## src/rtl/fpstat_pkg.sv

```systemverilog
// Package: shared layout constants of the floating-point status word.
// Assumes six exceptions in the fixed order invalid, denormal, zero-divide,
// overflow, underflow, inexact; the first three are faults, the rest traps.
package fpstat_pkg;
    localparam int NUM_EXC   = 6;
    localparam int FTZ_B     = 0;
    localparam int WRE_B     = 1;
    localparam int PREC_LSB  = 2;
    localparam int RND_LSB   = 4;
    localparam int FTD_B     = 6;
    localparam int FLAG_LSB  = 7;
    localparam int FIELD_W   = FLAG_LSB + NUM_EXC;
    localparam int DEN_IDX   = 1;
    localparam logic [NUM_EXC-1:0] FAULT_MASK = 6'b000111;
    localparam logic [NUM_EXC-1:0] TRAP_MASK  = 6'b111000;
endpackage

```

## src/rtl/fpstat_field.sv

```systemverilog
// Module: one status field (controls, per-field trap disable, sticky flags).
// Assumes software write and flag update are never both asserted; the top
// gives the write priority. In the main field the trap-disable bit is reserved.
module fpstat_field
    import fpstat_pkg::*;
#(
    parameter bit IS_MAIN = 1'b0
) (
    input  logic               clk,
    input  logic               rst_n,
    input  logic               sw_we,
    input  logic [FIELD_W-1:0] sw_val,
    input  logic               upd_en,
    input  logic [NUM_EXC-1:0] upd_flags,
    output logic [FIELD_W-1:0] val
);
    localparam logic [FIELD_W-1:0] ALL1  = {FIELD_W{1'b1}};
    localparam logic [FIELD_W-1:0] TDBIT = FIELD_W'(1) << FTD_B;
    localparam logic [FIELD_W-1:0] WMASK = IS_MAIN ? (ALL1 & ~TDBIT) : ALL1;

    // Field storage: software load, otherwise OR in reported flags.
    always_ff @(posedge clk) begin
        if (!rst_n) begin
            val <= '0;
        end else if (sw_we) begin
            val <= sw_val & WMASK;
        end else if (upd_en) begin
            val[FLAG_LSB +: NUM_EXC] <= val[FLAG_LSB +: NUM_EXC] | upd_flags;
        end
    end


    flag_sticky_chk: assert property (@(posedge clk) disable iff (!rst_n)
        !$past(sw_we) |->
        ((val[FLAG_LSB +: NUM_EXC] & $past(val[FLAG_LSB +: NUM_EXC]))
            == $past(val[FLAG_LSB +: NUM_EXC])));


    flag_set_chk: assert property (@(posedge clk) disable iff (!rst_n)
        ($past(upd_en) && !$past(sw_we)) |->
        ((val[FLAG_LSB +: NUM_EXC] & $past(upd_flags)) == $past(upd_flags)));

    generate
        if (IS_MAIN) begin : g_main

            main_td_zero_chk: assert property (@(posedge clk) disable iff (!rst_n)
                $past(rst_n) |-> !val[FTD_B]);
        end
    endgenerate
endmodule

```

## src/rtl/fpstat_req.sv

```systemverilog
// Module: combinational fault/trap request decode for one report.
// Assumes field_td is already zero for the main field.
module fpstat_req
    import fpstat_pkg::*;
(
    input  logic               exc_valid,
    input  logic [NUM_EXC-1:0] eff_bits,
    input  logic [NUM_EXC-1:0] glob_td,
    input  logic               field_td,
    output logic               fault_req,
    output logic               trap_req
);
    logic [NUM_EXC-1:0] enabled;

    // Exceptions that survive both disable levels.
    always_comb begin
        enabled   = eff_bits & ~glob_td & {NUM_EXC{~field_td}};
        fault_req = exc_valid && |(enabled & FAULT_MASK);
        trap_req  = exc_valid && |(enabled & TRAP_MASK);
    end

    // Request-side sanity checks.
    always_comb begin

        no_req_idle_chk: assert (exc_valid || (!fault_req && !trap_req));

        field_td_quiet_chk: assert (!field_td || (!fault_req && !trap_req));

        mask_all_quiet_chk: assert (!(&glob_td) || (!fault_req && !trap_req));
    end
endmodule

```

## src/rtl/fp_status_reg.sv

```systemverilog
// Module: floating-point status word with global trap-disable mask and
// NUM_FIELDS status fields. Reports update the selected field one cycle
// later; requests are decoded in the report cycle. Software write wins.
module fp_status_reg
    import fpstat_pkg::*;
#(
    parameter int NUM_FIELDS = 4,
    parameter int REG_W      = 64
) (
    input  logic                          clk,
    input  logic                          rst_n,
    input  logic                          sw_wr_en,
    input  logic [REG_W-1:0]              sw_wr_data,
    output logic [REG_W-1:0]              sw_rd_data,
    input  logic                          exc_valid,
    input  logic [$clog2(NUM_FIELDS)-1:0] exc_sel,
    input  logic [NUM_EXC-1:0]            exc_bits,
    input  logic                          exc_denorm_suppress,
    output logic                          fault_req,
    output logic                          trap_req
);
    localparam int SEL_W   = $clog2(NUM_FIELDS);
    localparam int FLD_LSB = NUM_EXC;
    localparam int USED_W  = NUM_EXC + NUM_FIELDS * FIELD_W;

    logic [NUM_EXC-1:0] glob_td;
    logic [FIELD_W-1:0] fval [NUM_FIELDS];
    logic [NUM_EXC-1:0] eff_bits;
    logic               sel_td;

    // Global trap-disable mask register.
    always_ff @(posedge clk) begin
        if (!rst_n) glob_td <= '1;
        else if (sw_wr_en) glob_td <= sw_wr_data[NUM_EXC-1:0];
    end

    // Drop the denormal bit when the operand took no part in arithmetic.
    always_comb begin
        eff_bits = exc_bits;
        if (exc_denorm_suppress) eff_bits[DEN_IDX] = 1'b0;
    end

    genvar g;
    generate
        for (g = 0; g < NUM_FIELDS; g++) begin : g_fld
            fpstat_field #(.IS_MAIN(g == 0)) u_field (
                .clk       (clk),
                .rst_n     (rst_n),
                .sw_we     (sw_wr_en),
                .sw_val    (sw_wr_data[FLD_LSB + g*FIELD_W +: FIELD_W]),
                .upd_en    (exc_valid && !sw_wr_en && (exc_sel == SEL_W'(g))),
                .upd_flags (eff_bits),
                .val       (fval[g])
            );
        end
    endgenerate

    // Per-field disable of the selected field (reads zero in the main field).
    always_comb sel_td = fval[exc_sel][FTD_B];

    fpstat_req u_req (
        .exc_valid (exc_valid),
        .eff_bits  (eff_bits),
        .glob_td   (glob_td),
        .field_td  (sel_td),
        .fault_req (fault_req),
        .trap_req  (trap_req)
    );

    // Assemble the software-visible word; reserved bits read zero.
    always_comb begin
        sw_rd_data = '0;
        sw_rd_data[NUM_EXC-1:0] = glob_td;
        for (int k = 0; k < NUM_FIELDS; k++)
            sw_rd_data[FLD_LSB + k*FIELD_W +: FIELD_W] = fval[k];
    end


    rsv_zero_chk: assert property (@(posedge clk) disable iff (!rst_n)
        $past(rst_n) |-> (sw_rd_data[REG_W-1:USED_W] == '0));


    sw_priority_chk: assert property (@(posedge clk) disable iff (!rst_n)
        ($past(sw_wr_en) && $past(exc_valid)) |->
        (sw_rd_data[NUM_EXC-1:0] == $past(sw_wr_data[NUM_EXC-1:0])));


    denorm_sup_chk: assert property (@(posedge clk) disable iff (!rst_n)
        (exc_valid && exc_denorm_suppress && glob_td != '1
            && (exc_bits & ~(NUM_EXC'(1) << DEN_IDX)) == '0) |-> !fault_req);
endmodule

```

## config.mk

```make
export PLATFORM = sky130hd
export DESIGN_NAME = fp_status_reg
export DESIGN_NICKNAME = d
export VERILOG_FILES = /design/src/rtl/fpstat_pkg.sv /design/src/rtl/fpstat_field.sv /design/src/rtl/fpstat_req.sv /design/src/rtl/fp_status_reg.sv
export SDC_FILE = /design/constraint.sdc
export NUM_CORES = 1
export LEC_CHECK = 0
export CAP_MARGIN = 10
export CORE_ASPECT_RATIO = 0.75
export CORE_UTILIZATION = 55
export DETAILED_ROUTE_END_ITERATION = 10
export DONT_BUFFER_PORTS = 1
export GPL_TIMING_DRIVEN = 0
export HOLD_SLACK_MARGIN = 0.06
export PLACE_DENSITY = 0.73
export SLEW_MARGIN = 20
export SYNTH_ARGS = -nofsm -noshare
export SYNTH_HDL_FRONTEND = slang
export SYNTH_SLANG_ARGS = --single-unit
```

## constraint.sdc

```tcl
create_clock -name clk -period 0.9 [get_ports clk]
set_input_delay 0.18 -clock clk [delete_from_list [all_inputs] [get_ports clk]]
set_output_delay 0.18 -clock clk [all_outputs]
set_load 0.02 [all_outputs]
```

## Word level (Yosys, flattened, before mapping)

Cells that the tools add are included.
Widths: inputs -> output; s select.

| storage, ports and cells | value |
|---|---|
| output and inout bits | 66 |
| bits of input ports | 77 |
| register bits | 57 |

| operators by class | value |
|---|---|
| bitwise gates (word level) | 9 |
| $lt $le $gt $ge | 1 |
| muxes and demuxes | 12 |
| equal/unequal tests | 3 |
| reduce and logical (&&, ||, !) cells | 15 |

Operators by type and width:

| operator | number |
|---|---|
| $mux 6 | 8 |
| $bmux 13 s2 | 1 |
| $or 6x6->6 | 4 |
| $mux 7 | 2 |
| $and 6x6->6 | 2 |
| $reduce_bool 2->1 | 4 |
| $logic_and 1x1->1 | 7 |
| $not 6->6 | 1 |
| $reduce_or 3->1 | 2 |
| $eq 2x2->1 const B | 2 |
| $ge 3x3->1 const B | 1 |
| $not 2->3 | 1 |
| $eq 2x1->1 const B | 1 |
| $logic_not 2->1 | 1 |
| $logic_not 1->1 | 1 |
| $mux 1 | 1 |
| $not 1->1 | 1 |

## Logic depth before layout (Yosys ltp)

| logic depth | value |
|---|---|
| depth after elaboration | 8 |
| mapped depth | 5 |
| mapped depth without buffers | 3 |

## Modules after synthesis

Synthesis repeated with hierarchy kept, for this count alone.

| second synthesis, totals | value |
|---|---|
| cells, all modules | 232 |
| area, all modules | 2546.2 um^2 |

By module, submodules not included:

| module | area an instance (um^2) | times used | seq. area each (um^2) | cells each |
|---|---|---|---|---|
| fpstat_field at g_fld[1].u_field ... | 546.8 | 3 | 260.2 | 48 |
| fpstat_field at g_fld[0].u_field | 520.5 | 1 | 240.2 | 47 |
| fp_status_reg | 329.1 | 1 | 120.1 | 32 |
| fpstat_req | 56.3 | 1 | 0.0 | 9 |

## Worst setup path before layout

No wires, ideal clock.

| path | value |
|---|---|
| kind | reg2out |
| start | register g_fld[3].u_field.val[6] |
| end | output fault_req |
| data required time | 0.720 ns |
| cell stages (with the launch flop) | 4 |
| buffers on the path | 0 |
| arrival | 0.941 ns |
| path slack | -0.221 ns |
| path through | dfxtp_1 mux2i_1 o211ai_1 nor2b_1 |

| between the ends | value |
|---|---|
| cells in the longest elaborated chain, start to end | 7 |

Ends and longest elaborated chain:

| item | line | text |
|---|---|---|
| from (decl) | fpstat_field.sv:15 | `output logic [FIELD_W-1:0] val` |
| from (signal assigned) | fpstat_field.sv:26 | `val <= sw_val & WMASK;` |
| from (signal, indexed assignment) | fpstat_field.sv:28 | `val[FLAG_LSB +: NUM_EXC] <= val[FLAG_LSB +: NUM_EXC] \| upd_flags;` |
| $bmux 13 s2 | fp_status_reg.sv:59 | `always_comb sel_td = fval[exc_sel][FTD_B];` |
| $mux 7 (not written as such) (2 in series) | fp_status_reg.sv:59 |  |
| $not 1->1 | fpstat_req.sv:17 | `enabled = eff_bits & ~glob_td & {NUM_EXC{~field_td}};` |
| $and 6x6->6 | fpstat_req.sv:17 |  |
| $reduce_or 3->1 | fpstat_req.sv:18 | `fault_req = exc_valid && \|(enabled & FAULT_MASK);` |
| $logic_and 1x1->1 | fpstat_req.sv:18 |  |
| to (decl) | fp_status_reg.sv:19 | `output logic fault_req,` |

No other way between the ends. The select of a mux whose other input is x is not followed.

## Final worst setup path

| path | value |
|---|---|
| start | register glob_td[4] |
| end | output trap_req |

| between the ends | value |
|---|---|
| cells in the longest elaborated chain, start to end | 5 |

Ends and longest elaborated chain:

| item | line | text |
|---|---|---|
| from (decl) | fp_status_reg.sv:26 | `logic [NUM_EXC-1:0] glob_td;` |
| from (signal assigned) | fp_status_reg.sv:34 | `else if (sw_wr_en) glob_td <= sw_wr_data[NUM_EXC-1:0];` |
| $not 6->6 | fpstat_req.sv:17 |  |
| $and 6x6->6 (2 in series) | fpstat_req.sv:17 |  |
| $reduce_or 3->1 | fpstat_req.sv:19 | `trap_req = exc_valid && \|(enabled & TRAP_MASK);` |
| $logic_and 1x1->1 | fpstat_req.sv:19 |  |
| to (decl) | fp_status_reg.sv:20 | `output logic trap_req` |

No other way between the ends.

==> flow_metrics.env <==
export IMPL_grt_max_degree=11
export IMPL_fin_worst_skew_ns=0
export IMPL_synth_cell_types=22
export IMPL_clk_latency_ns=0.34
export IMPL_async_reset_ff_share_pct=0
export IMPL_rsz0062_at_grt="yes"
export IMPL_ioPinCount=143
export IMPL_wl_um=7750
export IMPL_ys_top_cells_by_count="dfxtp_1 (57), a21oi_1 (44), mux2i_1 (34)"
export IMPL_ys_seq_area_share_pct=49.4
export IMPL_synth_top_area_share_pct=49.4
export IMPL_status="complete, but fails checks"
export IMPL_r2r_start="glob_td[2]"
export IMPL_endpoint_kind="primary output"
export IMPL_fmax_mhz=646
export IMPL_p_int_uw=4220
export IMPL_cap_violations=0
export IMPL_violations="negative setup slack"
export IMPL_min_from="sw_wr_data[6]"
export IMPL_initial_core_util_pct=60.3
export IMPL_cts_tree="built"
export IMPL_htreeDepth=3
export IMPL_die_area_um2=4460
export IMPL_crit_family="compound AO/OA/AOI/OAI gates"
export IMPL_start_kind="register"
export IMPL_clock_sinks=57
export IMPL_worstPathArrival_ns=1.37
export IMPL_p_clk_share_pct=35.6
export IMPL_post_route_period_util_pct=172
export IMPL_critPathSlowestCell="a222oi_1"
export IMPL_hp_class="in2reg"
export IMPL_p_sw_share_pct=28.7
export IMPL_synth_area_um2=2310
export IMPL_pwr_density_cell_nw_per_um2=1720
export IMPL_initialDrtViolationCount=192
export IMPL_whs_path_depth=2
export IMPL_slowest_delay_ns=0.48
export IMPL_criticalPathCategory="reg2out"
export IMPL_synthFlopType="dfxtp_1"
export IMPL_postLayoutCoreUtil_pct=89.7
export IMPL_synthCells=241
export IMPL_root_buffer="clkbuf_8"
export IMPL_final_setup_viol_count=44
export IMPL_gr_total_overflow=0
export IMPL_hold_end="g_fld[0].u_field.val[0]"
export IMPL_cts_buffers=9
export IMPL_die_width_um=76.8
export IMPL_gp_congestion=0.813
export IMPL_grt_antenna_before_repair=0
export IMPL_power_switching_uw=1700
export IMPL_finalMaxSlewViolations=0
export IMPL_worstReg2RegEnd="glob_td[2]"
export IMPL_num_antenna_cells=0
export IMPL_synth_seq_cells=57
export IMPL_setup_tns_ns=-1.52
export IMPL_vias_per_cell=5.90
export IMPL_drc_errors=0
export IMPL_die_h_um=58.1
export IMPL_wire_per_inst_um=20.5
export IMPL_drive_gt1_share_pct=30.4
export IMPL_ys_warn_count=0
export IMPL_power_leakage_uw=0.00142
export IMPL_reg2reg_depth=2
export IMPL_finalNetCount=398
export IMPL_ant_nets=0
export IMPL_clock_path_buffers=2
export IMPL_crit_chain="inv_2 > a222oi_1 > nor2_4"
export IMPL_vias=2230
export IMPL_timing_final_ws_setup_ns=-0.648
export IMPL_coreArea_um2=3830
export IMPL_drtPass1Iterations=5
export IMPL_dpl_hpwl_um=3870
export IMPL_rows=19
export IMPL_grtUsageTotal_pct=35.7
export IMPL_yosysMostFrequentCell="dfxtp_1"
export IMPL_final_cells=378
export IMPL_required_ns=0.72
export IMPL_post_synth_top_area_cell="dfxtp_1"
export IMPL_hold_violations=0
export IMPL_p_seq_share_pct=50.6
export IMPL_pwr_share_comb_pct=13.9
export IMPL_grt_pass1_wl_um=11800
export IMPL_peakVddDrop_mv=1.31
export IMPL_grt_pass1_vias=2357
export IMPL_port_buffers=0
export IMPL_area_growth_pct=48.7
export IMPL_syn_area_per_cell_um2=9.58
export IMPL_synth_edf_count=0
export IMPL_critPathBufInv=1
export IMPL_fin_crit_ns=1.55
export IMPL_cts_reportedPaths_clkPinSlew_ns=0.06
export IMPL_path_max_fanout=3
export IMPL_r2r_setup_slack_ns=0.11
export IMPL_synthTopCellsByArea="dfxtp_1 (49%), mux2i_1 (15%), a21oi_1 (9.5%), nor2b_1 (7.6%), o21ai_0 (5.2%)"
export IMPL_placed_cells=299
-- worst reg2reg max path, stage by stage, from the launching register on --
cell and delay, ns:
dfxtp_4 0.37, mux2i_1 0.22, nand2_1 0.09
-- worst max path at each step --
stage,startpoint,endpoint,slack (ns),cells past startpoint
2_1_floorplan,glob_td[4],trap_req,-0.16,3
3_3_place_gp,g_fld[3].u_field.val[6],fault_req,-0.28,3
3_5_place_dp,g_fld[3].u_field.val[6],fault_req,-0.28,3
4_1_cts,glob_td[4],trap_req,-0.63,3
5_1_grt,glob_td[4],trap_req,-0.65,3
6_report,glob_td[4],trap_req,-0.65,3
-- layout make-up --
cell class / instances / area [um^2]
Clock inverter: 3 / 15.0
Buffer: 25 / 153
Fill cell: 179 / 394
Clock buffer: 13 / 159
Tap cell: 52 / 65.1
Sequential cell: 57 / 1350
Inverter: 7 / 26.3
Multi-Input combinational cell: 158 / 1030
Timing Repair Buffer: 63 / 628
-- power by group through the flow --
stage | logic, uW | registers (uW) | clock network, uW
finish | 822 | 2990 | 2100
floorplan | 438 | 3030 | 0
detailed placement | 513 | 3070 | 0
CTS | 753 | 2980 | 2090
global route | 887 | 3000 | 2230
global placement | 500 | 3070 | 0
-- cells in the final DEF, fill, tap and decap left out, types with 2 or more instances in the layout --
master	synthesis	routed
clkbuf_1	4	6
nor2b_1	28	27
buf_4	11	14
a31oi_1	4	4
dfxtp_4	0	56
nand2b_1	2	2
clkbuf_8	0	11
buf_2	9	7
inv_1	7	5
inv_2	0	2
a21oi_1	44	43
conb_1	1	7
mux2i_1	34	34
clkinv_2	0	3
dlygate4sd3_1	0	62
nand2_1	6	6
and3b_1	2	2
o21ai_0	24	23
-- through the flow --
stage	hold slack [ns]	setup slack, ns	power [uW]	cell area, um^2
floorplan	0.307	-0.155	3470	2350
global placement	0.310	-0.282	3570	2420
detailed placement	0.316	-0.283	3580	2420
CTS	0.0600	-0.626	5820	3420
global route	0.0784	-0.655	6120	3430
finish	0.0544	-0.648	5920	3430
-- cells by family after synthesis --
| family | count (synthesis) | share of synthesized area [%] |
|---|---|---|
| AO/OA/AOI/OAI | 75 | 17.0 |
| buffers and inverters | 32 | 7.53 |
| flip-flops | 57 | 49.4 |
| multiplexers | 34 | 14.7 |
| other | 1 | 0.162 |
| AND/OR/NAND/NOR | 42 | 11.2 |
-- per-layer routing --
layer | GRT usage, % | up-vias | wire length (um)
met5 | 0 | - | 0
li1 | - | 989 | -
met4 | 16.8 | 0 | 260
met1 | 37.7 | 1031 | 2820
met2 | 62.2 | 174 | 3750
met3 | 15.7 | 36 | 916
-- sequential cells by signal (all words and copies together) (netlist names) --
| signal | cells |
|---|---|
| glob_td | 6 |
| g_fld.u_field.val | 51 |
-- repair_timing --
| item | 4_1_cts | 5_1_grt |
|---|---|---|
| hold endpoints to repair | 56 | 0 |
| endpoints found under the setup margin | 59 | 61 |
| hold buffers | 62 | 0 |
| resized for setup | 107 | 5 |
| setup buffers | 1 | 0 |
| pin swaps | 3 | 2 |
No activity file was read; power rests on OpenSTA's default activity.
